**config.mk**
```make
export PLATFORM = sky130hd
export DESIGN_NAME = ebit_alarm_mon
export DESIGN_NICKNAME = d
export VERILOG_FILES = /design/src/rtl/ebit_alarm_pkg.sv /design/src/rtl/ebit_zero_ctr.sv /design/src/rtl/ebit_run_seq.sv /design/src/rtl/ebit_alarm_mon.sv
export SDC_FILE = /design/constraint.sdc
export NUM_CORES = 1
export LEC_CHECK = 0
export ABC_AREA = 1
export BUFFER_PORTS_ARGS = -buffer_cell sky130_fd_sc_hd__buf_2
export CAP_MARGIN = 20
export CORE_UTILIZATION = 40
export DETAILED_ROUTE_END_ITERATION = 12
export GPL_TIMING_DRIVEN = 0
export PLACE_DENSITY_LB_ADDON = 0.12
export SYNTH_ARGS = -nofsm -noshare
export SYNTH_HDL_FRONTEND = slang
export SYNTH_SLANG_ARGS = --single-unit
export TNS_END_PERCENT = 5
```
**constraint.sdc**
```tcl
create_clock -name clk -period 2.96 [get_ports clk]
set_input_delay 0.592 -clock clk [delete_from_list [all_inputs] [get_ports clk]]
set_output_delay 0.592 -clock clk [all_outputs]
set_load 0.01 [all_outputs]
```
**src/rtl/ebit_alarm_pkg.sv**
```systemverilog
package ebit_alarm_pkg;
  // a second passes when its zero count reaches the threshold
  function automatic bit sec_meets(input int unsigned zeros, input int unsigned thresh);
    return zeros >= thresh;
  endfunction

  // saturating increment against a ceiling
  function automatic int unsigned sat_next(input int unsigned cur, input int unsigned ceil);
    return (cur >= ceil) ? ceil : cur + 1;
  endfunction
endpackage

```
**src/rtl/ebit_zero_ctr.sv**
```systemverilog
module ebit_zero_ctr
  import ebit_alarm_pkg::*;
#(
  parameter int CNT_W  = 11,
  parameter int THRESH = 991
) (
  input  logic             clk,
  input  logic             rst_n,
  input  logic             zero_ev,
  input  logic             sec_tick,
  output logic [CNT_W-1:0] zcnt,
  output logic             sec_good
);
  localparam int unsigned CMAX = (1 << CNT_W) - 1;

  logic [CNT_W-1:0] cnt_q;

  always_ff @(posedge clk) begin
    if (!rst_n) begin
      cnt_q <= '0;
    end else if (sec_tick) begin
      // an event on the tick cycle opens the new second
      cnt_q <= zero_ev ? CNT_W'(1) : '0;
    end else if (zero_ev) begin
      cnt_q <= CNT_W'(sat_next(int'(cnt_q), CMAX));
    end
  end

  assign zcnt     = cnt_q;
  assign sec_good = sec_meets(int'(cnt_q), THRESH);
endmodule

```
**src/rtl/ebit_run_seq.sv**
```systemverilog
module ebit_run_seq
  import ebit_alarm_pkg::*;
#(
  parameter int RUN_SECS = 5,
  parameter int SEC_W    = $clog2(RUN_SECS + 1)
) (
  input  logic             clk,
  input  logic             rst_n,
  input  logic             sec_tick,
  input  logic             sec_good,
  input  logic             restart,
  output logic             running,
  output logic [SEC_W-1:0] secs
);
  logic             run_q;
  logic [SEC_W-1:0] secs_q;

  always_ff @(posedge clk) begin
    if (!rst_n || restart) begin
      run_q  <= 1'b0;
      secs_q <= '0;
    end else if (sec_tick) begin
      if (!run_q) begin
        run_q <= 1'b1;   // arm at a second boundary
      end else if (sec_good) begin
        secs_q <= SEC_W'(sat_next(int'(secs_q), RUN_SECS));
      end else begin
        secs_q <= '0;
      end
    end
  end

  assign running = run_q;
  assign secs    = secs_q;
endmodule

```
**src/rtl/ebit_alarm_mon.sv**
```systemverilog
module ebit_alarm_mon #(
  parameter int CNT_W    = 11,
  parameter int THRESH   = 991,
  parameter int RUN_SECS = 5,
  localparam int SEC_W   = $clog2(RUN_SECS + 1)
) (
  input  logic             clk,
  input  logic             rst_n,
  input  logic             ebit_vld,
  input  logic             ebit_val,
  input  logic             sec_tick,
  input  logic             frame_lost,
  input  logic             mf_aligned,
  input  logic             abit_qual_en,
  input  logic             abit_val,
  input  logic             sa6_qual_en,
  input  logic             sa6_f_code,
  input  logic             sa6_e_code,
  output logic             alarm,
  output logic [SEC_W-1:0] sec_cnt
);
  logic             zero_ev_w;
  logic             sec_good_w;
  logic             restart_w;
  logic             running_w;
  logic             align_ok_w;
  logic [CNT_W-1:0] zcnt_w;
  logic [SEC_W-1:0] secs_w;

  assign zero_ev_w  = ebit_vld && !ebit_val;
  assign align_ok_w = mf_aligned && !frame_lost;
  assign restart_w  = !align_ok_w
                   || (abit_qual_en && abit_val)
                   || (sa6_qual_en && (sa6_f_code || sa6_e_code));

  ebit_zero_ctr #(.CNT_W(CNT_W), .THRESH(THRESH)) u_zero (
    .clk      (clk),
    .rst_n    (rst_n),
    .zero_ev  (zero_ev_w),
    .sec_tick (sec_tick),
    .zcnt     (zcnt_w),
    .sec_good (sec_good_w)
  );

  ebit_run_seq #(.RUN_SECS(RUN_SECS), .SEC_W(SEC_W)) u_run (
    .clk      (clk),
    .rst_n    (rst_n),
    .sec_tick (sec_tick),
    .sec_good (sec_good_w),
    .restart  (restart_w),
    .running  (running_w),
    .secs     (secs_w)
  );

  assign sec_cnt = secs_w;
  assign alarm   = running_w && (secs_w == SEC_W'(RUN_SECS)) && align_ok_w;
endmodule

```
==> key figures, run 1 <==
Outcome
  – Status: complete, no violations

Yosys
  – Ys Warns: 0
  – Synth Area in Adders: under 10%
  – Seq/Total Area, Yosys: 31.6%
  – Post-synth top cells: nand2_1, nor2_1, dfxtp_1, inv_1, a21oi_1
  – Commonest register cell after synthesis: dfxtp_1
  – Syn Inst Count: 142
  – Syn avg cell area: roughly 6.7 um2
  – Distinct cells, synth: 25
  – Async SR Flop Fraction: 0%
  – Syn nets: 157
  – Mux contribution to synthesized area: 0%
  – Main combinational cell family by area after synthesis: simple AND/OR/NAND/NOR gates
  – Post-synth EDFFs: 0
  – Post-Synthesis Cell Area: 950 um2
  – Xor and xnor fraction of the mapped netlist area: between 1.5 and 2%
  – Dominant cell by count in the synthesized netlist: nand2_1
  – #FFs+latches synth: 15
  – Top cell type's share of synthesized area: between 30% and 40%
  – Synth top area cells: dfxtp_1, nand2_1, nor2_1
  – Cell taking the most area after synthesis: dfxtp_1
  – Synth Area in Simple Gates: between 30% and 40%
  – Synth Area in Compound Gates: a little under a fifth

Die
  – Die width: around 51 um
  – DIE AREA: about 2600 um2
  – Die Y: 50.7 um
  – Row count: 17
  – # IOs: 16
  – Initial Util: 42.5%
  – Core area: ~2200 um2

Clock network
  – Clock latency on the worst-skew pair: 0.28 ns
  – CTS HTree Levels: 1
  – Clk root buf: clkbuf_4
  – Reg clk slew, reported paths: 0.10 ns
  – Post CTS Setup Buffer Count: 0
  – Hold Buf Count CTS: 0
  – CTS tree: built
  – PostCTS Resize Cnt: 0
  – CTS max path bufs: 2
  – TritonCTS Buffers: 3
  – CTS Sinks: 15

Cells and area
  – Area grow syn2layout: 14.5%
  – Share of cells above drive strength 1: between 10% and 20%
  – N_diodes: 0
  – Fin cells: between 150 and 200
  – Final layout net count: 177

Setup path
  – CP Capture Type: primary output
  – Startpoint Class: flop
  – Arr. time, crit path: 1.19 ns
  – Req. time, crit path: roughly 2.4 ns
  – Critical path class: flop to primary output
  – CP max-delay cell: dfxtp_1
  – Highest cell delay on the worst timing path: 0.42 ns
  – R2r setup slk: between 1.5 and 2 ns
  – CP Cell Sequence: ha_1 > nand3_1 > nor2_1 > buf_2
  – Worst-path maximum fanout: 5

Place
  – DP Wirelength: around 1600 um
  – GPL Wtd Cong: around 0.83
  – Total placed cells including tap cells: 185
  – # port buffers: 15

Pwr
  – Cell Pwr Density: 325 nW/um2
  – Leakage: roughly 0.46 nW
  – Worst vdd ir: ~0.22 mV

Timing
  – Hold Fails Final Rpt: 0
  – Unrepaired setup endpoints after global routing: false
  – Final setup TNS: 0 ns
  – Fmax: around 0.56 GHz
  – Final setup fails: 0
  – Max Slew Vio Count: 0
  – Relative max-transition margin: 69.1%
  – Final Skew: roughly 0.0011 ns
  – Tmin final: 1.79 ns
  – Crit share post-route: 60.4%
  – Slew @ Worst Pin: around 0.46 ns

Global routing
  – First-pass GRT wire length: around 3500 um
  – Largest net degree at the start of global routing: 11
  – Initial antenna violation count: 0
  – Number of global-route vias before repair: roughly 800
  – GRT Total Usage: a little under a fifth
  – Total grt overflow: 0

Drt
  – Wire length per cell: around 11 um
  – # DRC: 0
  – Routed vias: roughly 960
  – DR pass1 iterations: 4
  – DRT iter0 DRCs: 30
  – Routed WL: between 2000 and 2500 um
  – Antenna Nets Post-Route: 0
  – Via-to-Cell Ratio: 5.07

Min path
  – Hold WC Path Type: flop to flop

Job
  – Max-Cap Viols: 0
-- cell type report --
class,count,area [um2]
Timing Repair Buffer,15,75.1
Sequential cell,15,300
Multi-Input combinational cell,110,586
Inverter,17,63.8
Fill cell,249,1150
Clock buffer,3,22.5
Clock inverter,1,5.00
Tap cell,28,35.0
-- cell families (layout without fill, tap and decap cells) --
kind of cell             count (synthesis)  after routing
AND/OR/NAND/NOR                         74             74
AO/OA/AOI/OAI                           31             31
buffers and inverters                   17             36
flip-flops                              15             15
adder cells (fa/ha/maj)                  3              3
XOR/XNOR                                 2              2
-- report_power, final --
group          switching (mW)  internal (mW)
clock network          0.0721         0.0502
logic                  0.0175        0.00967
registers             0.00114          0.203
total                  0.0908          0.263
-- worst max-delay path, delay by kind of cell, from the launching register on --
family	cells	cell delay (ns)
adders and majority gates	1	0.19
buffers and inverters	1	0.13
DFF	1	0.42
and+or+nand+nor	2	0.17
-- flip-flops by register name, summed over array words and instances (netlist names) --
signal,cells
u_run.secs,3
u_run.running,1
u_zero.zcnt,11
-- per-stage QoR --
step           hold slack [ns]  instance area (um2)  total power, mW  setup slack (ns)  util [%]
6_report                 0.510                 1090            0.353              1.17      48.7
5_1_grt                  0.533                 1090            0.374              1.07      48.7
3_5_place_dp             0.498                 1060            0.236              1.34      47.5
2_1_floorplan            0.465                  950            0.222              1.52         -
4_1_cts                  0.514                 1090            0.361              1.15      48.7
3_3_place_gp             0.495                 1060            0.236              1.36      47.5
-- worst paths after layout --
path / from / endpoint / cells past startpoint
setup / recovery: u_run.secs[0] / alarm / 4
hold / removal: u_run.running / u_run.running / 2
hold reg to reg: u_run.running / u_run.running / 2
setup reg to reg: u_zero.zcnt[1] / u_zero.zcnt[8] / 9
-- per-layer routing --
layer	vias up	routed length (um)	GRT usage, %
li1	503	-	-
met1	431	1050	24.8
met2	22	944	29.8
met3	2	95	3.03
met4	0	12	6.94
met5	-	0	0
-- cell usage in the layout (no fill, tap or decap) --
cell type	instances
nand2_2	2
inv_1	15
clkinv_1	1
o21ai_1	1
nor2_4	2
ha_1	3
o211ai_1	3
nor2_2	1
o31ai_1	1
o21a_1	1
nand3_1	6
nand3_2	3
inv_2	1
nand2_4	1
xnor2_1	1
nor2_8	1
o21bai_1	1
clkinv_2	1
o21ai_0	8
a21oi_1	14
o2111ai_1	2
buf_2	15
clkbuf_4	3
xor2_1	1
nand4_1	1
dfxtp_1	15
nand2_1	37
nor2_1	20
(Power assumes the default switching activity.)
==> run 2: changes to the inputs <==
Settings changed: ABC_AREA 1 to 0.
Clock period 2.96 ns to 1.6 ns, I/O delays scaled along.
==> key figures, run 2 <==
Outcome
  – Status: complete, no violations

Setup path
  – Highest cell delay on the worst timing path: 0.36 ns (-0.06 ns)
  – Startpoint Class: flop
  – Worst-path maximum fanout: 8 (+3)
  – Reg2reg path depth: 5 (-4)
  – Reg2Reg Launch Point: u_zero.zcnt[0]
  – CP Capture Type: flop
  – Critical path class: flop to flop
  – Arr. time, crit path: 1.71 ns (+0.52 ns)
  – Req. time, crit path: 1.78 ns (-0.59 ns)
  – CP max-delay cell: dfxtp_2
  – CP Cell Sequence: ha_2 > a21oi_4 > and4bb_1 > buf_6 > o311a_2
  – R2r setup slk: 0.07 ns (-1.47 ns)
  – Reg-to-reg critical path endpoint: u_zero.zcnt[4]

Place
  – Setup Slack @ Placement: -0.0706 ns (-1.41 ns)
  – Cell Area, Placed: 910 um2 (-14%)
  – # port buffers: 15 (unchanged)
  – GPL Wtd Cong: 0.683 (-18%)
  – Total placed cells including tap cells: 139 (-25%)
  – DP Wirelength: 1300 um (-20%)

Min path
  – Worst Hold Launch: sec_tick
  – WHS Path Cells: 3 (+1)
  – Hold WC Path Type: primary input to flop
  – Hold endpoint: u_run.running

Global routing
  – Number of global-route vias before repair: 714 (-11%)
  – Largest net degree at the start of global routing: 9 (-2)
  – Initial antenna violation count: 0 (unchanged)
  – Total grt overflow: 0 (unchanged)
  – GRT Total Usage: 19.3% (+0.68 points)
  – First-pass GRT wire length: 2950 um (-17%)

Cells and area
  – Final layout net count: 134 (-24%)
  – Most frequent cells in the layout: buf_2, nor2_1, nand2_1
  – Area grow syn2layout: 20.4%
  – Layout fillers: 192 (-23%)
  – N_diodes: 0 (unchanged)
  – Share of cells above drive strength 1: 28.0% (+9.3 points)
  – Commonest non-fill, non-tap cell in the layout: buf_2
  – Fin cells: 143 (-24%)
  – Max reg flops: 11 (unchanged)
  – Final instance area: 967 um2 (-11%)

Job
  – Max-Cap Viols: 0 (unchanged)

Yosys
  – Syn nets: 114 (-27%)
  – Seq/Total Area, Yosys: 37.4% (+5.8 points)
  – #FFs+latches synth: 15 (unchanged)
  – Ys Warns: 0 (unchanged)
  – Synth Area in Compound Gates: 21.8% (+3.1 points)
  – Main combinational cell family by area after synthesis: simple AND/OR/NAND/NOR gates
  – Cell taking the most area after synthesis: dfxtp_1
  – Distinct cells, synth: 28 (+12%)
  – Top cell type's share of synthesized area: 37.4% (+5.8 points)
  – Post-synth EDFFs: 0 (unchanged)
  – Syn avg cell area: 8.11 um2 (+21%)
  – Mux contribution to synthesized area: 0% (unchanged)
  – Syn Inst Count: 99 (-30%)
  – Synth Area in Adders: 4.67% (+0.72 points)
  – Post-synth top cells: dfxtp_1, a21oi_1, nand2_1, nor2_1, o21ai_0
  – Dominant cell by count in the synthesized netlist: dfxtp_1
  – Synth Area in Simple Gates: 33.2% (-4.0 points)
  – Post-Synthesis Cell Area: 803 um2 (-15%)
  – Xor and xnor fraction of the mapped netlist area: 1.09% (-0.75 points)
  – Synth top area cells: dfxtp_1, a21oi_1, o21ai_0
  – Async SR Flop Fraction: 0% (unchanged)
  – Commonest register cell after synthesis: dfxtp_1

Drt
  – DRT iter0 DRCs: 8 (-73%)
  – DR pass1 iterations: 4 (unchanged)
  – # DRC: 0 (unchanged)
  – Wire length per cell: 12.3 um (+11%)
  – Met2 WL post-DR: 856 um (-9.3%)
  – Routed WL: 1770 um (-16%)
  – WL met3: 108 um (+14%)
  – Metal-1 WL: 802 um (-24%)
  – Routed vias: 795 (-17%)
  – Via-to-Cell Ratio: 5.56 (+9.7%)
  – Top sig layer: met3
  – Antenna Nets Post-Route: 0 (unchanged)

Die
  – Initial Util: 44.6% (+2.1 points)
  – Die width: 46.8 um (-7.7%)
  – # IOs: 16 (unchanged)
  – Die Y: 46.8 um (-7.7%)
  – Core area: 1800 um2 (-19%)
  – DIE AREA: 2190 um2 (-15%)
  – Row count: 15 (-2)

Pwr
  – Worst vdd ir: 0.467 mV (+110%)
  – Cell Pwr Density: 665 nW/um2 (+100%)
  – Total chip power: 643 uW (+82%)
  – Leakage: 0.343 nW (-25%)

Clock network
  – Clock latency on the worst-skew pair: 0.29 ns (about the same)
  – TritonCTS Buffers: 3 (unchanged)
  – Post CTS Setup Buffer Count: 0 (unchanged)
  – CTS max path bufs: 2 (unchanged)
  – Clk root buf: clkbuf_4
  – Reg clk slew, reported paths: 0.09 ns (about the same)
  – CTS tree: built
  – CTS Sinks: 15 (unchanged)
  – CTS HTree Levels: 1 (unchanged)

Timing
  – Final Skew: 0.00198 ns (+0.000893 ns)
  – Max Slew Vio Count: 0 (unchanged)
  – Fmax: approximately 0.65 GHz
  – Setup ws final: 0.0674 ns (-1.11 ns)
  – Unrepaired setup endpoints after global routing: false
  – Relative max-transition margin: 69.3% (+0.22 points)
  – Slew @ Worst Pin: 0.459 ns (-0.00252 ns)
  – Tmin final: 1.53 ns
  – Final setup TNS: 0 ns (unchanged)
  – Hold Fails Final Rpt: 0 (unchanged)
  – Final setup fails: 0 (unchanged)
  – Crit share post-route: a little over nine tenths
-- run 2: cell families after synthesis --
family	Yosys count
flip-flops	15
AND/OR/NAND/NOR	49
adder cells (fa/ha/maj)	3
XOR/XNOR	1
AO/OA/AOI/OAI	29
buffers and inverters	2
-- run 2: timing repair --
item	4_1_cts	5_1_grt
pin swaps	0	0
hold buffers	0	0
setup endpoints to repair	3	5
gates resized for setup	2	11
-- run 2: through the flow --
step           hold slack, ns  util (%)
5_1_grt                 0.335      53.7
2_1_floorplan           0.415         -
6_report                0.313      53.7
4_1_cts                 0.293      52.3
3_3_place_gp            0.445      50.5
3_5_place_dp            0.458      50.5
-- run 2: final cells by class --
class / instances / area (um2) / share of cell area (%)
buffer: 1 / 11.3 / 1.16
clock buffer: 4 / 26.3 / 2.72
inverter: 1 / 3.75 / 0.388
multi-input combinational: 82 / 512 / 52.9
sequential: 15 / 308 / 31.8
tap: 25 / 31.3 / 3.23
timing repair buffer: 15 / 75.1 / 7.76
-- run 2: where the power goes --
group	switching [mW]	internal (mW)
Clock	0.124	0.0969
Combinational	0.0222	0.0189
Sequential	0.00444	0.376
Total	0.151	0.492
-- run 2: per-layer routing --
metal	track usage [%]	up-vias
met2	32.8	25
li1	-	410
met4	6.86	0
met3	6.92	0
met1	22.2	360
met5	0	-
-- run 2: worst max-delay path, delay by kind of cell (launching register included) --
| kind | cells | cell delay [ns] |
|---|---|---|
| compound gates | 2 | 0.49 |
| fa+ha+maj | 1 | 0.23 |
| buf+inv | 1 | 0.14 |
| flops | 1 | 0.36 |
| simple gates | 1 | 0.21 |
-- run 2: worst max-delay path by stage --
stage                           to  depth (start not counted)           start  slack [ns]
global route        u_zero.zcnt[7]                          6  u_zero.zcnt[1]       0.001
floorplan           u_zero.zcnt[4]                          5  u_zero.zcnt[0]        0.08
detailed placement  u_zero.zcnt[4]                          5  u_zero.zcnt[0]       -0.07
global placement    u_zero.zcnt[4]                          5  u_zero.zcnt[0]       -0.04
CTS                          alarm                          5   u_run.secs[1]        0.03
finish              u_zero.zcnt[4]                          5  u_zero.zcnt[0]        0.07
